**src/rtl/rdac_pkg.sv**
```systemverilog
package rdac_pkg;

    localparam int DAC_W   = 12;
    localparam int FRAME_W = 32;
    localparam logic [3:0] CMD_WRITE_UPDATE = 4'b0011;

    typedef enum logic [2:0] {
        S_CLEAR,
        S_IDLE,
        S_SCK_LOW,
        S_SCK_HIGH,
        S_GAP
    } spi_state_t;

    function automatic logic [FRAME_W-1:0] rdac_frame(
        input logic [3:0]       addr,
        input logic [DAC_W-1:0] code
    );
        return {8'h00, CMD_WRITE_UPDATE, addr, code, 4'h0};
    endfunction

endpackage

```
**src/rtl/rdac_quad_dec.sv**
```systemverilog
module rdac_quad_dec (
    input  logic clk,
    input  logic rst_n,
    input  logic enc_a,
    input  logic enc_b,
    output logic step_up,
    output logic step_dn
);
    logic [1:0] raw;
    logic [1:0] sync1_q;
    logic [1:0] sync2_q;
    logic       a_prev_q;

    assign raw = {enc_b, enc_a};

    // Two-flop synchroniser per phase.
    for (genvar i = 0; i < 2; i++) begin : g_sync
        always_ff @(posedge clk or negedge rst_n) begin
            if (!rst_n) begin
                sync1_q[i] <= 1'b0;
                sync2_q[i] <= 1'b0;
            end else begin
                sync1_q[i] <= raw[i];
                sync2_q[i] <= sync1_q[i];
            end
        end
    end

    always_ff @(posedge clk or negedge rst_n) begin
        if (!rst_n) a_prev_q <= 1'b0;
        else        a_prev_q <= sync2_q[0];
    end

    logic a_rise;
    assign a_rise  = sync2_q[0] & ~a_prev_q;
    assign step_up = a_rise & ~sync2_q[1];
    assign step_dn = a_rise &  sync2_q[1];

    AST_ONE_DIRECTION: assert property (@(posedge clk) disable iff (!rst_n)
        !(step_up && step_dn));
endmodule

```
**src/rtl/rdac_btn_filter.sv**
```systemverilog
module rdac_btn_filter #(
    parameter int STABLE_CYCLES = 4
) (
    input  logic clk,
    input  logic rst_n,
    input  logic btn_raw,
    output logic press
);
    localparam int CNT_W = $clog2(STABLE_CYCLES + 1);
    localparam logic [CNT_W-1:0] CNT_LAST = CNT_W'(STABLE_CYCLES - 1);

    logic [1:0]       sync_q;
    logic             level_q;
    logic [CNT_W-1:0] cnt_q;

    always_ff @(posedge clk or negedge rst_n) begin
        if (!rst_n) begin
            sync_q  <= 2'b00;
            level_q <= 1'b0;
            cnt_q   <= '0;
            press   <= 1'b0;
        end else begin
            sync_q <= {sync_q[0], btn_raw};
            press  <= 1'b0;
            if (sync_q[1] == level_q) begin
                cnt_q <= '0;
            end else if (cnt_q == CNT_LAST) begin
                level_q <= sync_q[1];
                cnt_q   <= '0;
                press   <= sync_q[1];
            end else begin
                cnt_q <= cnt_q + 1'b1;
            end
        end
    end

    AST_PRESS_ON_RISE: assert property (@(posedge clk) disable iff (!rst_n)
        press |-> level_q && !$past(level_q));
endmodule

```
**src/rtl/rdac_code_reg.sv**
```systemverilog
module rdac_code_reg #(
    parameter int W          = 12,
    parameter int COARSE     = 124,
    parameter int FINE       = 12,
    parameter int RESET_CODE = 0
) (
    input  logic         clk,
    input  logic         rst_n,
    input  logic         step_up,
    input  logic         step_dn,
    input  logic         press,
    input  logic         take,
    output logic [W-1:0] code,
    output logic         dirty
);
    localparam logic [W-1:0] TOP    = '1;
    localparam logic [W-1:0] STEP_C = W'(COARSE);
    localparam logic [W-1:0] STEP_F = W'(FINE);

    logic         fine_q;
    logic [W-1:0] code_q;
    logic [W-1:0] step_w;
    logic [W-1:0] code_nx;
    logic         changed;

    assign step_w = fine_q ? STEP_F : STEP_C;

    always_comb begin
        code_nx = code_q;
        if (step_up)
            code_nx = (code_q > TOP - step_w) ? TOP : code_q + step_w;
        else if (step_dn)
            code_nx = (code_q < step_w) ? '0 : code_q - step_w;
    end

    assign changed = (code_nx != code_q);

    always_ff @(posedge clk or negedge rst_n) begin
        if (!rst_n) begin
            fine_q <= 1'b0;
            code_q <= W'(RESET_CODE);
            dirty  <= 1'b0;
        end else begin
            if (press) fine_q <= ~fine_q;
            code_q <= code_nx;
            if (changed)   dirty <= 1'b1;
            else if (take) dirty <= 1'b0;
        end
    end

    assign code = code_q;

    AST_STEP_BOUND: assert property (@(posedge clk) disable iff (!rst_n)
        (code_q != $past(code_q)) |->
            ((code_q > $past(code_q)) ? (code_q - $past(code_q) <= STEP_C)
                                      : ($past(code_q) - code_q <= STEP_C)));
    AST_SAT_TOP: assert property (@(posedge clk) disable iff (!rst_n)
        ($past(code_q) == TOP && $past(step_up)) |-> code_q == TOP);
    AST_SAT_BOT: assert property (@(posedge clk) disable iff (!rst_n)
        ($past(code_q) == '0 && $past(step_dn)) |-> code_q == '0);
    AST_MODE_BY_PRESS: assert property (@(posedge clk) disable iff (!rst_n)
        (fine_q != $past(fine_q)) |-> $past(press));
    AST_DIRTY_HELD: assert property (@(posedge clk) disable iff (!rst_n)
        $past(changed) |-> dirty);
endmodule

```
**src/rtl/rdac_spi_tx.sv**
```systemverilog
module rdac_spi_tx
    import rdac_pkg::*;
#(
    parameter int SCK_DIV    = 2,
    parameter int CLR_CYCLES = 4,
    parameter int CH_W       = 2
) (
    input  logic             clk,
    input  logic             rst_n,
    input  logic             dirty,
    input  logic [DAC_W-1:0] code,
    input  logic [CH_W-1:0]  chan,
    output logic             take,
    output logic             spi_sck,
    output logic             spi_mosi,
    output logic             spi_cs_n,
    output logic             dac_clr_n
);
    localparam int GAP_CYCLES = 2 * SCK_DIV;
    localparam int MAX_WAIT   = (CLR_CYCLES > GAP_CYCLES) ? CLR_CYCLES : GAP_CYCLES;
    localparam int CNT_W      = $clog2(MAX_WAIT + 1);
    localparam int BIT_W      = $clog2(FRAME_W);
    localparam logic [CNT_W-1:0] HALF_LAST = CNT_W'(SCK_DIV - 1);
    localparam logic [CNT_W-1:0] GAP_LAST  = CNT_W'(GAP_CYCLES - 1);
    localparam logic [CNT_W-1:0] CLR_LAST  = CNT_W'(CLR_CYCLES - 1);
    localparam logic [BIT_W-1:0] BIT_LAST  = BIT_W'(FRAME_W - 1);

    spi_state_t         state_q, state_nx;
    logic [CNT_W-1:0]   cnt_q;
    logic [BIT_W-1:0]   bit_q;
    logic [FRAME_W-1:0] shreg_q;
    logic               cnt_done;

    // State register.
    always_ff @(posedge clk or negedge rst_n) begin
        if (!rst_n) state_q <= S_CLEAR;
        else        state_q <= state_nx;
    end

    always_comb begin
        unique case (state_q)
            S_CLEAR:    cnt_done = (cnt_q == CLR_LAST);
            S_GAP:      cnt_done = (cnt_q == GAP_LAST);
            S_IDLE:     cnt_done = 1'b0;
            default:    cnt_done = (cnt_q == HALF_LAST);
        endcase
    end

    // Next-state logic.
    always_comb begin
        state_nx = state_q;
        unique case (state_q)
            S_CLEAR:    if (cnt_done) state_nx = S_IDLE;
            S_IDLE:     if (dirty)    state_nx = S_SCK_LOW;
            S_SCK_LOW:  if (cnt_done) state_nx = S_SCK_HIGH;
            S_SCK_HIGH: if (cnt_done) state_nx = (bit_q == BIT_LAST) ? S_GAP : S_SCK_LOW;
            S_GAP:      if (cnt_done) state_nx = S_IDLE;
            default:    state_nx = S_CLEAR;
        endcase
    end

    assign take = (state_q == S_IDLE) && dirty;

    // Datapath: counters and shift register.
    always_ff @(posedge clk or negedge rst_n) begin
        if (!rst_n) begin
            cnt_q   <= '0;
            bit_q   <= '0;
            shreg_q <= '0;
        end else begin
            if (state_nx != state_q || state_q == S_IDLE) cnt_q <= '0;
            else                                          cnt_q <= cnt_q + 1'b1;
            if (take) begin
                shreg_q <= rdac_frame(4'(chan), code);
                bit_q   <= '0;
            end else if (state_q == S_SCK_HIGH && cnt_done) begin
                shreg_q <= {shreg_q[FRAME_W-2:0], 1'b0};
                bit_q   <= bit_q + 1'b1;
            end
        end
    end

    // Output decode.
    always_comb begin
        spi_sck   = 1'b0;
        spi_cs_n  = 1'b1;
        dac_clr_n = 1'b1;
        unique case (state_q)
            S_CLEAR:    dac_clr_n = 1'b0;
            S_SCK_LOW:  spi_cs_n  = 1'b0;
            S_SCK_HIGH: begin spi_cs_n = 1'b0; spi_sck = 1'b1; end
            default:    ;
        endcase
    end

    assign spi_mosi = shreg_q[FRAME_W-1];

    AST_SCK_IN_FRAME: assert property (@(posedge clk) disable iff (!rst_n)
        spi_sck |-> !spi_cs_n);
    AST_MOSI_HOLD: assert property (@(posedge clk) disable iff (!rst_n)
        spi_sck |-> $stable(spi_mosi));
    AST_CLR_QUIET: assert property (@(posedge clk) disable iff (!rst_n)
        !dac_clr_n |-> spi_cs_n);
    AST_TAKE_STARTS: assert property (@(posedge clk) disable iff (!rst_n)
        take |=> !spi_cs_n && !spi_sck);
endmodule

```
**src/rtl/rotary_dac_ctrl.sv**
```systemverilog
module rotary_dac_ctrl
    import rdac_pkg::*;
#(
    parameter int NUM_CH      = 4,
    parameter int COARSE_STEP = 124,
    parameter int FINE_STEP   = 12,
    parameter int DEB_CYCLES  = 4,
    parameter int SCK_DIV     = 2,
    parameter int CLR_CYCLES  = 4,
    parameter int RESET_CODE  = 0,
    localparam int CH_W       = $clog2(NUM_CH)
) (
    input  logic            clk,
    input  logic            rst_n,
    input  logic            enc_a,
    input  logic            enc_b,
    input  logic            step_btn,
    input  logic [CH_W-1:0] chan_sel,
    output logic            spi_sck,
    output logic            spi_mosi,
    output logic            spi_cs_n,
    output logic            dac_clr_n
);
    logic             step_up, step_dn, press, take, dirty;
    logic [DAC_W-1:0] code;

    rdac_quad_dec u_dec (
        .clk(clk), .rst_n(rst_n), .enc_a(enc_a), .enc_b(enc_b),
        .step_up(step_up), .step_dn(step_dn)
    );

    rdac_btn_filter #(.STABLE_CYCLES(DEB_CYCLES)) u_btn (
        .clk(clk), .rst_n(rst_n), .btn_raw(step_btn), .press(press)
    );

    rdac_code_reg #(
        .W(DAC_W), .COARSE(COARSE_STEP), .FINE(FINE_STEP), .RESET_CODE(RESET_CODE)
    ) u_code (
        .clk(clk), .rst_n(rst_n), .step_up(step_up), .step_dn(step_dn),
        .press(press), .take(take), .code(code), .dirty(dirty)
    );

    rdac_spi_tx #(.SCK_DIV(SCK_DIV), .CLR_CYCLES(CLR_CYCLES), .CH_W(CH_W)) u_spi (
        .clk(clk), .rst_n(rst_n), .dirty(dirty), .code(code), .chan(chan_sel),
        .take(take), .spi_sck(spi_sck), .spi_mosi(spi_mosi),
        .spi_cs_n(spi_cs_n), .dac_clr_n(dac_clr_n)
    );
endmodule

```
**config.mk**
```make
export PLATFORM = sky130hd
export DESIGN_NAME = rotary_dac_ctrl
export DESIGN_NICKNAME = d
export VERILOG_FILES = /design/src/rtl/rdac_pkg.sv /design/src/rtl/rdac_quad_dec.sv /design/src/rtl/rdac_btn_filter.sv /design/src/rtl/rdac_code_reg.sv /design/src/rtl/rdac_spi_tx.sv /design/src/rtl/rotary_dac_ctrl.sv
export SDC_FILE = /design/constraint.sdc
export NUM_CORES = 1
export LEC_CHECK = 0
export BUFFER_PORTS_ARGS = -buffer_cell sky130_fd_sc_hd__buf_2
export CAP_MARGIN = 20
export CORE_MARGIN = 1
export CORE_UTILIZATION = 56
export DETAILED_ROUTE_END_ITERATION = 10
export PLACE_DENSITY = 0.76
export SYNTH_ARGS = -nofsm -noshare
export SYNTH_HDL_FRONTEND = slang
export SYNTH_SLANG_ARGS = --single-unit
```
**constraint.sdc**
```tcl
create_clock -name clk -period 2.7 [get_ports clk]
set_input_delay 0.405 -clock clk [delete_from_list [all_inputs] [get_ports clk]]
set_output_delay 0.405 -clock clk [all_outputs]
set_load 0.05 [all_outputs]
```
==> results by group <==
Run status
  • Outcome: completed

Clock tree
  • H-tree lvl count: 3
  • Postcts setup bufs: 0
  • CTS tree: built
  • # clock sinks: 65
  • Clk slew on worst S/H paths: 0.07 ns
  • Root Buffer Master: clkbuf_8
  • Worst-Skew Late Latency: 0.34 ns
  • TritonCTS Buffers: 9
  • Deepest clock path buffer count: 2
  • Hold_buf cts: 0

STA
  • Final Hold Vio Count: 0
  • Slew of the pin with the lowest slew margin: 0.868 ns
  • Fmax: 381 MHz
  • Max-Slew Margin vs Limit: between 40% and 50%
  • Final setup vio count: 0
  • Period utilization: between 90% and 100%
  • Min Clock Period, post-route: about 2.6 ns
  • Slew Limit Fails: 0
  • Clk_skew: between 0.007 and 0.008 ns

Worst setup path
  • Critical path depth: 10
  • Crit-path max FO: 8
  • WP data arrival: about 2.8 ns
  • Req. time, crit path: approximately 2.9 ns
  • Startpoint types: register
  • CP Capture Type: register
  • Crit-path max cell delay: between 0.5 and 0.6 ns
  • Critical path's top delay family: compound AO/OA/AOI/OAI gates
  • Crit Path Class: register to register
  • CP cell instances: inv_1, ha_1, buf_4, o21ai_0, a2bb2oi_1, nand2b_1, a21oi_1, o221ai_1, o311ai_1, or4_1
  • Reg2reg path depth: 10
  • Slowest CP cell: or4_1
  • WP buf/inv: 2

Layout
  • Share of layout cells above drive strength 1: between 10% and 20%
  • Commonest non-fill, non-tap cells in the layout: nand2_1, dfrtp_1, nor2_1
  • ANT cells: 0
  • Nets: ~420
  • Commonest non-fill, non-tap cell in the layout: nand2_1
  • Finished Cell Area: 3900 µm²
  • Finished Core Util: between 60 and 70%
  • Area Overhead vs Synth: 15.0%

Detailed routing
  • Via density: between 6 and 7
  • Total length of routed wires: 7660 µm
  • DRT iter0 DRCs: 285
  • Residual DRC count: 0
  • Remaining antenna violation count after routing: 0
  • DR WL/cell: around 16 µm
  • TritonRoute pass-1 iters: 5
  • Via count: ~2.8k

Power
  • PwrDens: between 1000 and 1500 nW/µm²
  • Leakage dissipation: around 0.0018 µW
  • VDD IR max: slightly above 0.0007 V

Global routing
  • Vias in the first global route: 2673
  • Grt total ovfl: 0
  • GRT Util Overall: 26.6%
  • Global-route wire length before repair: 12500 µm
  • Antenna violations before repair: 0
  • Largest net degree at the start of global routing: 34

Synth
  • Mean Syn Cell Area: approximately 9.1 µm²
  • Post-synth net total: approximately 400
  • Fraction of registers with async set/reset: 100%
  • Register area share after synthesis: 48.0%
  • Mapped Area: 3390 µm²
  • Post-synth EDFFs: 0
  • Seq cells post-synth: 65
  • Post-synth top flop: dfrtp_1
  • Syn. warnings: 0
  • Post-Syn Instances: approximately 370
  • Synth cell types: 61

Place
  • Placed cell areas: 3650 µm²
  • GPL Wtd Cong: between 0.9 and 1
  • IO buf count: 10
  • HPWL Detailed: 5320 µm

Floorplan
  • Top-Level Pins: 11
  • Chip width: 79.8 µm
  • Row count: 27
  • Starting Density: between 50% and 60%
  • Core area: ~5700 µm²
  • Die H: approximately 80 µm
  • Die area: ~6400 µm²

Min path
  • Hold/Removal Path Class: input port to async pin

Run
  • Max-Cap Viols: 0
Yosys cell counts (all sizes together), types with 4 or more instances:
cell type / count / area, µm²
a211oi: 4 / 30.0
a21oi: 22 / 110
a22oi: 14 / 105
clkbuf: 18 / 68.8
dfrtp: 65 / 1630
ha: 13 / 163
inv: 6 / 22.5
nand2: 74 / 278
nand2b: 5 / 31.3
nand3: 13 / 65.1
nand4: 4 / 25.0
nor2: 31 / 116
nor2b: 4 / 25.0
nor3: 13 / 81.3
o21ai: 18 / 90.1
or3: 4 / 31.3
xnor2: 6 / 52.6
xor2: 5 / 43.8
cell families after synthesis:
family                     share of synthesized area (%)
adders and majority gates                           4.80
DFF                                                 48.0
AOI/OAI and AO/OA                                   16.2
xor gates and xnor gates                            2.84
muxes                                              0.664
and+or+nand+nor                                     24.2
buffers and inverters                               3.39
metrics by stage:
stage / setup TNS [ns] / setup slack [ns] / instances / power [µW] / hold WS (ns)
2_1_floorplan: 0 / 0.00341 / 371 / 2710 / 0.109
3_3_place_gp: -0.00175 / -0.00175 / 457 / 3160 / 0.331
3_5_place_dp: -0.0487 / -0.0487 / 457 / 3220 / 0.340
4_1_cts: 0 / 0.0386 / 472 / 4040 / 0.146
5_1_grt: -0.0279 / -0.0279 / 472 / 4470 / 0.154
6_report: 0 / 0.0748 / 472 / 4190 / 0.137
per-layer routing:
| layer | routed length, µm | GRT usage, % | vias to the layer above | share of wire, % |
|---|---|---|---|---|
| li1 | - | - | 1348 | - |
| met1 | 3430 | 36.9 | 1351 | 45 |
| met2 | 3480 | 39.7 | 114 | 45 |
| met3 | 564 | 6.97 | 23 | 7.4 |
| met4 | 197 | 11.1 | 0 | 2.6 |
| met5 | 0 | 0 | - | 0 |
worst paths after layout:
check / from / end / slack (ns)
min: rst_n / u_code.dirty / 0.14
min reg2reg: u_dec.sync1_q[0] / u_dec.sync2_q[0] / 0.35
max: u_code.fine_q / u_code.dirty / 0.07
min in group clk: enc_a / u_dec.sync1_q[0] / 0.17
max reg2reg: u_code.fine_q / u_code.dirty / 0.07
max in group asynchronous: rst_n / u_spi.shreg_q[10] / 1.92
sequential cells by signal (all words and copies together) (netlist names):
register,cells
u_btn.cnt_q,3
u_btn.level_q,1
u_btn.press,1
u_btn.sync_q,2
u_code.code,12
u_code.dirty,1
u_code.fine_q,1
u_dec.a_prev_q,1
u_dec.sync1_q,2
u_dec.sync2_q,2
u_spi.bit_q,5
u_spi.cnt_q,3
u_spi.shreg_q,28
u_spi.state_q,3
cell type report:
type                    instances  area (µm²)
flip-flops and latches         65        1630
well taps                      72        90.1
clock buffers                  10         128
clock inverters                 5        56.3
multi-input cells             279        1730
inverters                       6        22.5
fillers                       443        1780
repair buffers                 35         250
power by group:
group	total [µW]	switching, µW	internal, µW
Sequential	1500	225	1280
Clock	797	375	421
Combinational	1900	1090	802
Total	4190	1690	2500
worst reg2reg max path, delay by kind of cell (launching register included):
family,cells,cell delay [ns]
AO/OA/AOI/OAI,5,0.85
adder cells (fa/ha/maj),1,0.28
buffers and inverters,2,0.34
flip-flops,1,0.37
AND/OR/NAND/NOR,2,0.67
repair_timing:
action,in CTS,in global routing
endpoints found under the hold margin,0,0
setup endpoints to repair,1,1
resized for setup,1,10
pin swaps,0,1
(Power assumes the default switching activity.)
